$ cat src/rtl/smb_cfg_pkg.sv
package smb_cfg_pkg;

   // Receive phases of the block-write slave
   typedef enum logic [2:0] {
      ST_IDLE   = 3'd0,
      ST_ADDR   = 3'd1,
      ST_CMD    = 3'd2,
      ST_COUNT  = 3'd3,
      ST_DATA   = 3'd4,
      ST_IGNORE = 3'd5
   } smb_state_e;

   localparam int BYTE_W = 8;

endpackage

$ cat src/rtl/smb_line_filter.sv
module smb_line_filter #(
   parameter int SYNC_STAGES = 2,
   parameter int TAPS        = 3,
   parameter bit IDLE_LEVEL  = 1'b1
) (
   input  logic clk,
   input  logic rst_n,
   input  logic raw_i,
   output logic filt_o
);

   if (SYNC_STAGES < 2) begin : g_bad_sync
      $error("smb_line_filter: SYNC_STAGES must be at least 2");
   end
   if (TAPS < 1 || (TAPS % 2) == 0) begin : g_bad_taps
      $error("smb_line_filter: TAPS must be odd and positive");
   end

   logic [SYNC_STAGES-1:0] sync_q;

   always_ff @(posedge clk or negedge rst_n) begin
      if (!rst_n) sync_q <= {SYNC_STAGES{IDLE_LEVEL}};
      else        sync_q <= {sync_q[SYNC_STAGES-2:0], raw_i};
   end

   if (TAPS == 1) begin : g_no_vote
      // Single tap: synchronized level registered once more
      always_ff @(posedge clk or negedge rst_n) begin
         if (!rst_n) filt_o <= IDLE_LEVEL;
         else        filt_o <= sync_q[SYNC_STAGES-1];
      end
   end else begin : g_vote
      logic [TAPS-1:0] taps_q;
      logic            vote;

      always_ff @(posedge clk or negedge rst_n) begin
         if (!rst_n) taps_q <= {TAPS{IDLE_LEVEL}};
         else        taps_q <= {taps_q[TAPS-2:0], sync_q[SYNC_STAGES-1]};
      end

      assign vote = ($countones(taps_q) > (TAPS / 2));

      always_ff @(posedge clk or negedge rst_n) begin
         if (!rst_n) filt_o <= IDLE_LEVEL;
         else        filt_o <= vote;
      end
   end

endmodule

$ cat src/rtl/smb_cond_detect.sv
module smb_cond_detect (
   input  logic clk,
   input  logic rst_n,
   input  logic scl_f_i,
   input  logic sda_f_i,
   output logic start_o,
   output logic stop_o,
   output logic scl_rise_o,
   output logic scl_fall_o
);

   logic scl_d, sda_d;

   always_ff @(posedge clk or negedge rst_n) begin
      if (!rst_n) begin
         scl_d <= 1'b1;
         sda_d <= 1'b1;
      end else begin
         scl_d <= scl_f_i;
         sda_d <= sda_f_i;
      end
   end

   // Data edges count as conditions only while the clock stays high
   assign start_o    = scl_f_i & scl_d & sda_d & ~sda_f_i;
   assign stop_o     = scl_f_i & scl_d & ~sda_d & sda_f_i;
   assign scl_rise_o = scl_f_i & ~scl_d;
   assign scl_fall_o = ~scl_f_i & scl_d;

endmodule

$ cat src/rtl/smb_reg_bank.sv
module smb_reg_bank #(
   parameter int           NUM_REGS   = 32,
   parameter logic [7:0]   RESET_BYTE = 8'hFF,
   localparam int          IDX_W      = $clog2(NUM_REGS)
) (
   input  logic                  clk,
   input  logic                  rst_n,
   input  logic                  wr_en_i,
   input  logic [IDX_W-1:0]      wr_idx_i,
   input  logic [7:0]            wr_data_i,
   output logic [NUM_REGS*8-1:0] regs_o
);

   for (genvar g = 0; g < NUM_REGS; g++) begin : g_reg
      logic [7:0] q;
      always_ff @(posedge clk or negedge rst_n) begin
         if (!rst_n)
            q <= RESET_BYTE;
         else if (wr_en_i && (wr_idx_i == IDX_W'(g)))
            q <= wr_data_i;
      end
      assign regs_o[g*8 +: 8] = q;
   end

endmodule

$ cat src/rtl/smb_rx_fsm.sv
module smb_rx_fsm
   import smb_cfg_pkg::*;
#(
   parameter logic [6:0] SLAVE_ADDR = 7'h69,
   parameter int         NUM_REGS   = 32,
   parameter int         MAX_COUNT  = 32,
   localparam int        IDX_W      = $clog2(NUM_REGS),
   localparam int        CNT_W      = $clog2(MAX_COUNT + 1),
   localparam int        PTR_W      = (CNT_W > IDX_W + 1) ? CNT_W : IDX_W + 1
) (
   input  logic             clk,
   input  logic             rst_n,
   input  logic             sda_f_i,
   input  logic             start_i,
   input  logic             stop_i,
   input  logic             scl_rise_i,
   input  logic             scl_fall_i,
   output logic             sda_drive_o,
   output logic             wr_en_o,
   output logic [IDX_W-1:0] wr_idx_o,
   output logic [7:0]       wr_data_o,
   output logic [7:0]       cmd_code_o,
   output smb_state_e       state_o,
   output logic             remain_nz_o
);

   localparam logic [7:0]       ADDR_BYTE  = {SLAVE_ADDR, 1'b0};
   localparam logic [7:0]       MAX_BYTE   = 8'(MAX_COUNT);
   localparam logic [PTR_W-1:0] REG_LIMIT  = PTR_W'(NUM_REGS);
   localparam logic [3:0]       LAST_BIT   = 4'd8;

   smb_state_e       state_q;
   logic [3:0]       bit_q;
   logic [7:0]       shreg_q;
   logic             in_ack_q;
   logic             acc_q;
   logic [CNT_W-1:0] remain_q;
   logic [PTR_W-1:0] ptr_q;
   logic [7:0]       cmd_q;
   logic             drive_q;
   logic             active;
   logic             byte_ok;

   assign active = (state_q != ST_IDLE) && (state_q != ST_IGNORE);

   // Acceptance decision for the byte just shifted in
   always_comb begin
      unique case (state_q)
         ST_ADDR:  byte_ok = (shreg_q == ADDR_BYTE);
         ST_CMD:   byte_ok = 1'b1;
         ST_COUNT: byte_ok = (shreg_q != 8'd0) && (shreg_q <= MAX_BYTE);
         ST_DATA:  byte_ok = (remain_q != '0);
         default:  byte_ok = 1'b0;
      endcase
   end

   always_ff @(posedge clk or negedge rst_n) begin
      if (!rst_n) begin
         state_q  <= ST_IDLE;
         bit_q    <= '0;
         shreg_q  <= '0;
         in_ack_q <= 1'b0;
         acc_q    <= 1'b0;
         remain_q <= '0;
         ptr_q    <= '0;
         cmd_q    <= '0;
         drive_q  <= 1'b0;
      end else if (start_i) begin
         // Start or repeated start: back to the address phase
         state_q  <= ST_ADDR;
         bit_q    <= '0;
         in_ack_q <= 1'b0;
         drive_q  <= 1'b0;
      end else if (stop_i) begin
         state_q  <= ST_IDLE;
         bit_q    <= '0;
         in_ack_q <= 1'b0;
         drive_q  <= 1'b0;
      end else if (active) begin
         if (scl_rise_i && !in_ack_q && (bit_q != LAST_BIT)) begin
            shreg_q <= {shreg_q[6:0], sda_f_i};
            bit_q   <= bit_q + 4'd1;
         end
         if (scl_fall_i) begin
            if (in_ack_q) begin
               // Ninth clock finished: release the line and act on the byte
               in_ack_q <= 1'b0;
               drive_q  <= 1'b0;
               bit_q    <= '0;
               if (!acc_q) begin
                  state_q <= ST_IGNORE;
               end else begin
                  unique case (state_q)
                     ST_ADDR: state_q <= ST_CMD;
                     ST_CMD: begin
                        cmd_q   <= shreg_q;
                        state_q <= ST_COUNT;
                     end
                     ST_COUNT: begin
                        remain_q <= shreg_q[CNT_W-1:0];
                        ptr_q    <= '0;
                        state_q  <= ST_DATA;
                     end
                     ST_DATA: begin
                        remain_q <= remain_q - 1'b1;
                        ptr_q    <= ptr_q + 1'b1;
                     end
                     default: state_q <= ST_IGNORE;
                  endcase
               end
            end else if (bit_q == LAST_BIT) begin
               in_ack_q <= 1'b1;
               acc_q    <= byte_ok;
               drive_q  <= byte_ok;
            end
         end
      end
   end

   assign wr_en_o     = active && !start_i && !stop_i && scl_fall_i && in_ack_q &&
                        acc_q && (state_q == ST_DATA) && (ptr_q < REG_LIMIT);
   assign wr_idx_o    = ptr_q[IDX_W-1:0];
   assign wr_data_o   = shreg_q;
   assign cmd_code_o  = cmd_q;
   assign sda_drive_o = drive_q;
   assign state_o     = state_q;
   assign remain_nz_o = (remain_q != '0);

endmodule

$ cat src/rtl/smb_cfg_slave.sv
module smb_cfg_slave
   import smb_cfg_pkg::*;
#(
   parameter logic [6:0] SLAVE_ADDR  = 7'h69,
   parameter int         NUM_REGS    = 32,
   parameter int         MAX_COUNT   = 32,
   parameter int         SYNC_STAGES = 2,
   parameter int         FILTER_TAPS = 3,
   parameter logic [7:0] RESET_BYTE  = 8'hFF,
   localparam int        IDX_W       = $clog2(NUM_REGS)
) (
   input  logic                  clk,
   input  logic                  rst_n,
   input  logic                  scl_i,
   input  logic                  sda_i,
   output logic                  sda_drive_o,
   output logic [NUM_REGS*8-1:0] cfg_regs_o,
   output logic [7:0]            cmd_code_o
);

   if (NUM_REGS < 2 || NUM_REGS > 256) begin : g_bad_regs
      $error("smb_cfg_slave: NUM_REGS must lie in 2..256");
   end
   if (MAX_COUNT < 1 || MAX_COUNT > 255) begin : g_bad_count
      $error("smb_cfg_slave: MAX_COUNT must lie in 1..255");
   end

   logic       scl_filt, sda_filt;
   logic       start_ev, stop_ev, scl_rise, scl_fall;
   logic       wr_en;
   logic [IDX_W-1:0] wr_idx;
   logic [7:0] wr_data;
   smb_state_e fsm_state;
   logic       remain_nz;

   smb_line_filter #(
      .SYNC_STAGES (SYNC_STAGES),
      .TAPS        (FILTER_TAPS),
      .IDLE_LEVEL  (1'b1)
   ) u_scl_filt (
      .clk    (clk),
      .rst_n  (rst_n),
      .raw_i  (scl_i),
      .filt_o (scl_filt)
   );

   smb_line_filter #(
      .SYNC_STAGES (SYNC_STAGES),
      .TAPS        (FILTER_TAPS),
      .IDLE_LEVEL  (1'b1)
   ) u_sda_filt (
      .clk    (clk),
      .rst_n  (rst_n),
      .raw_i  (sda_i),
      .filt_o (sda_filt)
   );

   smb_cond_detect u_cond (
      .clk        (clk),
      .rst_n      (rst_n),
      .scl_f_i    (scl_filt),
      .sda_f_i    (sda_filt),
      .start_o    (start_ev),
      .stop_o     (stop_ev),
      .scl_rise_o (scl_rise),
      .scl_fall_o (scl_fall)
   );

   smb_rx_fsm #(
      .SLAVE_ADDR (SLAVE_ADDR),
      .NUM_REGS   (NUM_REGS),
      .MAX_COUNT  (MAX_COUNT)
   ) u_fsm (
      .clk         (clk),
      .rst_n       (rst_n),
      .sda_f_i     (sda_filt),
      .start_i     (start_ev),
      .stop_i      (stop_ev),
      .scl_rise_i  (scl_rise),
      .scl_fall_i  (scl_fall),
      .sda_drive_o (sda_drive_o),
      .wr_en_o     (wr_en),
      .wr_idx_o    (wr_idx),
      .wr_data_o   (wr_data),
      .cmd_code_o  (cmd_code_o),
      .state_o     (fsm_state),
      .remain_nz_o (remain_nz)
   );

   smb_reg_bank #(
      .NUM_REGS   (NUM_REGS),
      .RESET_BYTE (RESET_BYTE)
   ) u_bank (
      .clk       (clk),
      .rst_n     (rst_n),
      .wr_en_i   (wr_en),
      .wr_idx_i  (wr_idx),
      .wr_data_i (wr_data),
      .regs_o    (cfg_regs_o)
   );

endmodule

$ cat config.mk
export PLATFORM = sky130hd
export DESIGN_NAME = smb_cfg_slave
export DESIGN_NICKNAME = d
export VERILOG_FILES = /design/src/rtl/smb_cfg_pkg.sv /design/src/rtl/smb_line_filter.sv /design/src/rtl/smb_cond_detect.sv /design/src/rtl/smb_reg_bank.sv /design/src/rtl/smb_rx_fsm.sv /design/src/rtl/smb_cfg_slave.sv
export SDC_FILE = /design/constraint.sdc
export NUM_CORES = 1
export LEC_CHECK = 0
export CAP_MARGIN = 5
export CORE_AREA = 2 2 198 220
export DETAILED_ROUTE_END_ITERATION = 8
export DIE_AREA = 0 0 200 222
export GPL_ROUTABILITY_DRIVEN = 0
export PLACE_DENSITY = 0.6
export SLEW_MARGIN = 5
export SYNTH_ARGS = -nofsm -noshare
export SYNTH_HDL_FRONTEND = slang
export SYNTH_SLANG_ARGS = --single-unit
$ cat constraint.sdc
create_clock -name clk -period 2.3 [get_ports clk]
set_input_delay 0.575 -clock clk [delete_from_list [all_inputs] [get_ports clk]]
set_output_delay 0.575 -clock clk [all_outputs]
set_load 0.1 [all_outputs]
==> results.md <==
Synth:
- In the synthesized netlist, the cells that appear most often are 270 x dfstp_2, 261 x mux2_2, 42 x clkbuf_1.
- After synthesis, the mean cell area works out to 14.9 µm².
- The fraction of synthesis flops using an asynchronous set or reset pin is 100%.
- The most area-hungry cell type in the Yosys netlist is dfstp_2.
- The synthesized design contains 0 enable-type register cells.
- The synthesized instance count is about 840.
- The mapped netlist covers 12500 µm².
- The most used flip-flop cell after synthesis is dfstp_2.
- During synthesis, Yosys emitted a total of 0 warnings.
- The fraction of the yosys area taken by sequential cells is between 60% and 70%.
- The most instantiated library cell after synthesis is dfstp_2.
- The net count after synthesis is around 860.
- After synthesis, the cell types taking the most area are dfstp_2 57%, mux2_2 24%, dfrtp_1 7.6%.
- The count of different cell masters after synthesis is 47.
- The top-area cell type share of the netlist area is 56.7%.
- The count of state elements after synthesis is 308.

Placement:
- The placement-stage cell area is 15800 µm².
- The HPWL after detailed placement is 24400 µm.
- Port buffering added 268 buffers.
- The setup slack after placement is -34.7 ps.

Die:
- The number of standard-cell rows in the floorplan is 79.
- The floorplan step set the die height to between 200 and 250 µm.
- 269 I/O pins were placed.
- The die covers between 40000 and 50000 µm².
- In this run the standard cell core region covers 42000 µm².
- Measured along the x axis, the die boundary spans 200 µm.
- The initial cell density of the core is slightly below 30%.

Timing:
- The clock period minus final worst setup slack is about 2200 ps.
- The max-slew headroom at the worst pin is 53.3%.
- For the pin with the worst max-slew slack, the measured transition is 701 ps.
- The number of max-slew violations in the final report came to 0.
- The number of setup violations in the final report is 0.
- The worst setup slack after layout is 54.6 ps.
- The share of the clock period used by the worst path after layout is a little over nine tenths.
- The clock skew is a little under 20 ps.
- The count of endpoints failing hold in the final timing report was 0.
- Setup repair after global routing could not meet its margin everywhere.
- Static timing analysis puts the maximum clock frequency at 445 MHz.

Global route:
- In the global route stage, met1 resource usage came out at 20.6%.
- The maximum number of pins on one net before global-route repair is 72.
- The number of global-route vias before repair is between 8k and 9k.
- Global routing used 4.76% of the available met3 tracks.
- In the global route stage, met2 resource usage came out at between 20% and 30%.
- The initial antenna violation count is 0.
- In this run the most used layer during global routing was met2.
- The wire length of the first global-routing pass is 54700 µm.
- In the global route stage, overall resource usage came out at 16.7%.
- For this run the aggregate overflow at the end of global routing stands at 0.

CTS:
- Buffers inserted during clock tree synthesis total 37.
- The H-tree depth is 2.
- The clock sink count is roughly 310.
- The master cell of the clock root buffer is clkbuf_16.
- The maximum number of buffers from clock root to sink is 3.
- The clock insertion delay at the later pin of the skew report is ~550 ps.
- Clock-pin slew was measured on the worst setup and hold paths at 60 ps.
- The TritonCTS clock tree is yes.

Detailed routing:
- Before antenna repair, the detailed router went through 4 iterations.
- The final layout contains routed wiring with a total length of 36800 µm.
- The post-detailed-route via-to-cell ratio is 4.57.
- The detailed router placed 8035 vias in this run.
- The remaining antenna violation count after routing is 0.
- The detailed-route DRC error count is 0.
- The DRC marker count from the first detailed-route iteration is 324.
- The routed length per instance is between 20 and 25 µm.

Run status:
- The flow ran to the end, and the final reports show no timing, DRC or antenna violations.

Worst hold path:
- The class of the most critical hold timing path is input port to asynchronous set/reset pin.

Critical path:
- The sort of element at the start of the critical path is a flip-flop.
- The reg-to-reg setup timing slack is 50 ps.
- Data on the critical path arrives at its endpoint at roughly 2700 ps.
- The worst register-to-register path has a depth of 7.
- The start point of the critical path is u_fsm.state_o[1].
- Of all nets on the critical path, the largest fanout is 8.
- The worst register-to-register path ends at u_bank.g_reg[20].q[0].
- The endpoint class of the critical path is a flip-flop.
- The launch instance of the worst register-to-register path is u_fsm.state_o[1].
- Data on the critical path is required at its endpoint by ~2800 ps.
- The path type of the worst setup path is flip-flop to flip-flop.

Flow run:
- Max-cap violations in this run came to 0.

Cells and area:
- The final net count is 1181.
- The repair_antennas step left the layout with diodes totalling 0.
- Relative to the synthesized area, the layout overhead comes to 36.8%.
- The layout cell share with drive strength beyond 1 is 80.1%.
- The final design instance area without fill is approximately 17000 µm².

Power and ir drop:
- VDD sags by at most 0.487 mV.
- The power density over the cells is 765 nW/µm².
- The leakage power is slightly below 8 nW.
## state kept, by name, summed over array words and instances (netlist names)
register	flops
u_fsm.sda_drive_o	1
u_fsm.ptr_q	6
u_sda_filt.filt_o	1
u_cond.sda_d	1
u_fsm.bit_q	4
u_bank.g.q	256
u_scl_filt.filt_o	1
u_fsm.cmd_code_o	8
u_scl_filt.sync_q	2
u_fsm.acc_q	1
u_sda_filt.sync_q	2
u_fsm.state_o	3
u_fsm.remain_q	6
u_sda_filt.g_vote.taps_q	3
u_scl_filt.g_vote.taps_q	3
u_cond.scl_d	1
u_fsm.in_ack_q	1
u_fsm.wr_data_o	8
## logic make-up (layout without fill, tap and decap cells)
| group | Yosys count | after routing | share of synthesized area (%) |
|---|---|---|---|
| AO/OA/AOI/OAI | 60 | 60 | 2.73 |
| buffers and inverters | 61 | 413 | 1.86 |
| multiplexers | 262 | 262 | 23.6 |
| adder cells (fa/ha/maj) | 12 | 12 | 1.20 |
| XOR/XNOR | 3 | 3 | 0.210 |
| flip-flops | 308 | 308 | 64.3 |
| AND/OR/NAND/NOR | 133 | 133 | 6.06 |
## critical path, cell delays in order (launching register included)
cell	delay, ps
dfrtp_1	370
or3b_4	420
or3_4	430
nor3_4	260
buf_6	170
nand3_2	90
buf_6	150
mux2_2	270
## per-layer routing
metal	vias to the layer above	routed length [µm]
met3	56	2210
li1	3609	-
met1	4155	15100
met4	0	997
met2	215	18400
met5	-	0
## where the power goes
| group | switching [mW] | total [mW] | internal, mW | leakage, nW |
|---|---|---|---|---|
| clock network | 2.38 | 5.86 | 3.49 | 0.593 |
| logic | 0.966 | 1.31 | 0.342 | 3.82 |
| registers | 0.339 | 5.91 | 5.58 | 3.29 |
## cell usage in the layout (no fill, tap or decap), types with 3 or more instances in the layout
cell,count
nor3_4,4
a22oi_1,3
nand2_1,35
nand3_2,3
nor2_1,23
nand4_1,4
clkbuf_16,39
nor3_1,7
clkbuf_8,8
dfstp_2,270
nand3_1,10
dfrtp_1,31
buf_6,8
clkinv_2,3
buf_4,304
ha_1,12
o21ai_0,29
clkinvlp_4,3
dfrtp_2,7
a21o_1,4
nand4b_1,3
mux2_2,261
xnor2_1,3
nand2b_1,5
clkbuf_1,7
nand2_2,7
and3_1,4
inv_1,13
nor2b_1,5
nand3_4,4
buf_12,20
a21oi_1,15
## timing repair
item | CTS | global route
setup buffers | 4 | 2
hold buffers | 0 | 0
endpoints found under the setup margin | 38 | 88
pin swaps | 3 | 4
endpoints found under the hold margin | 0 | 0
gates resized for setup | 7 | 12
## per-stage QoR
| stage | std cells | setup TNS (ps) | hold WS, ps | total power [mW] | util [%] |
|---|---|---|---|---|---|
| after floorplan | 839 | -334 | 279 | 6.45 | - |
| after global placement | 1687 | 0 | 347 | 7.33 | 37.5 |
| after detailed placement | 1687 | -194 | 351 | 7.34 | 37.5 |
| after CTS | 1756 | -3.78 | 186 | 13.3 | 40.6 |
| after global routing | 1758 | -17.9 | 229 | 13.7 | 40.7 |
| final | 1758 | 0 | 210 | 13.1 | 40.7 |
## worst max-delay path by stage
stage / cells after the start / end / slack, ps
final: 7 / u_bank.g_reg[20].q[0] / 50
after global routing: 7 / u_bank.g_reg[20].q[7] / -6
after CTS: 7 / u_bank.g_reg[5].q[6] / -4
after detailed placement: 7 / u_bank.g_reg[20].q[0] / -30
after global placement: 7 / u_bank.g_reg[20].q[7] / 50
after floorplan: 6 / u_bank.g_reg[0].q[0] / -10
## final cells by class
class,instances,area (µm²)
Clock buffer,54,1110
Clock inverter,11,110
Fill cell,3928,24900
Inverter,13,48.8
Multi-Input combinational cell,470,4270
Sequential cell,308,8050
Tap cell,567,709
Timing Repair Buffer,335,2810
No activity file was read; power rests on OpenSTA's default activity.
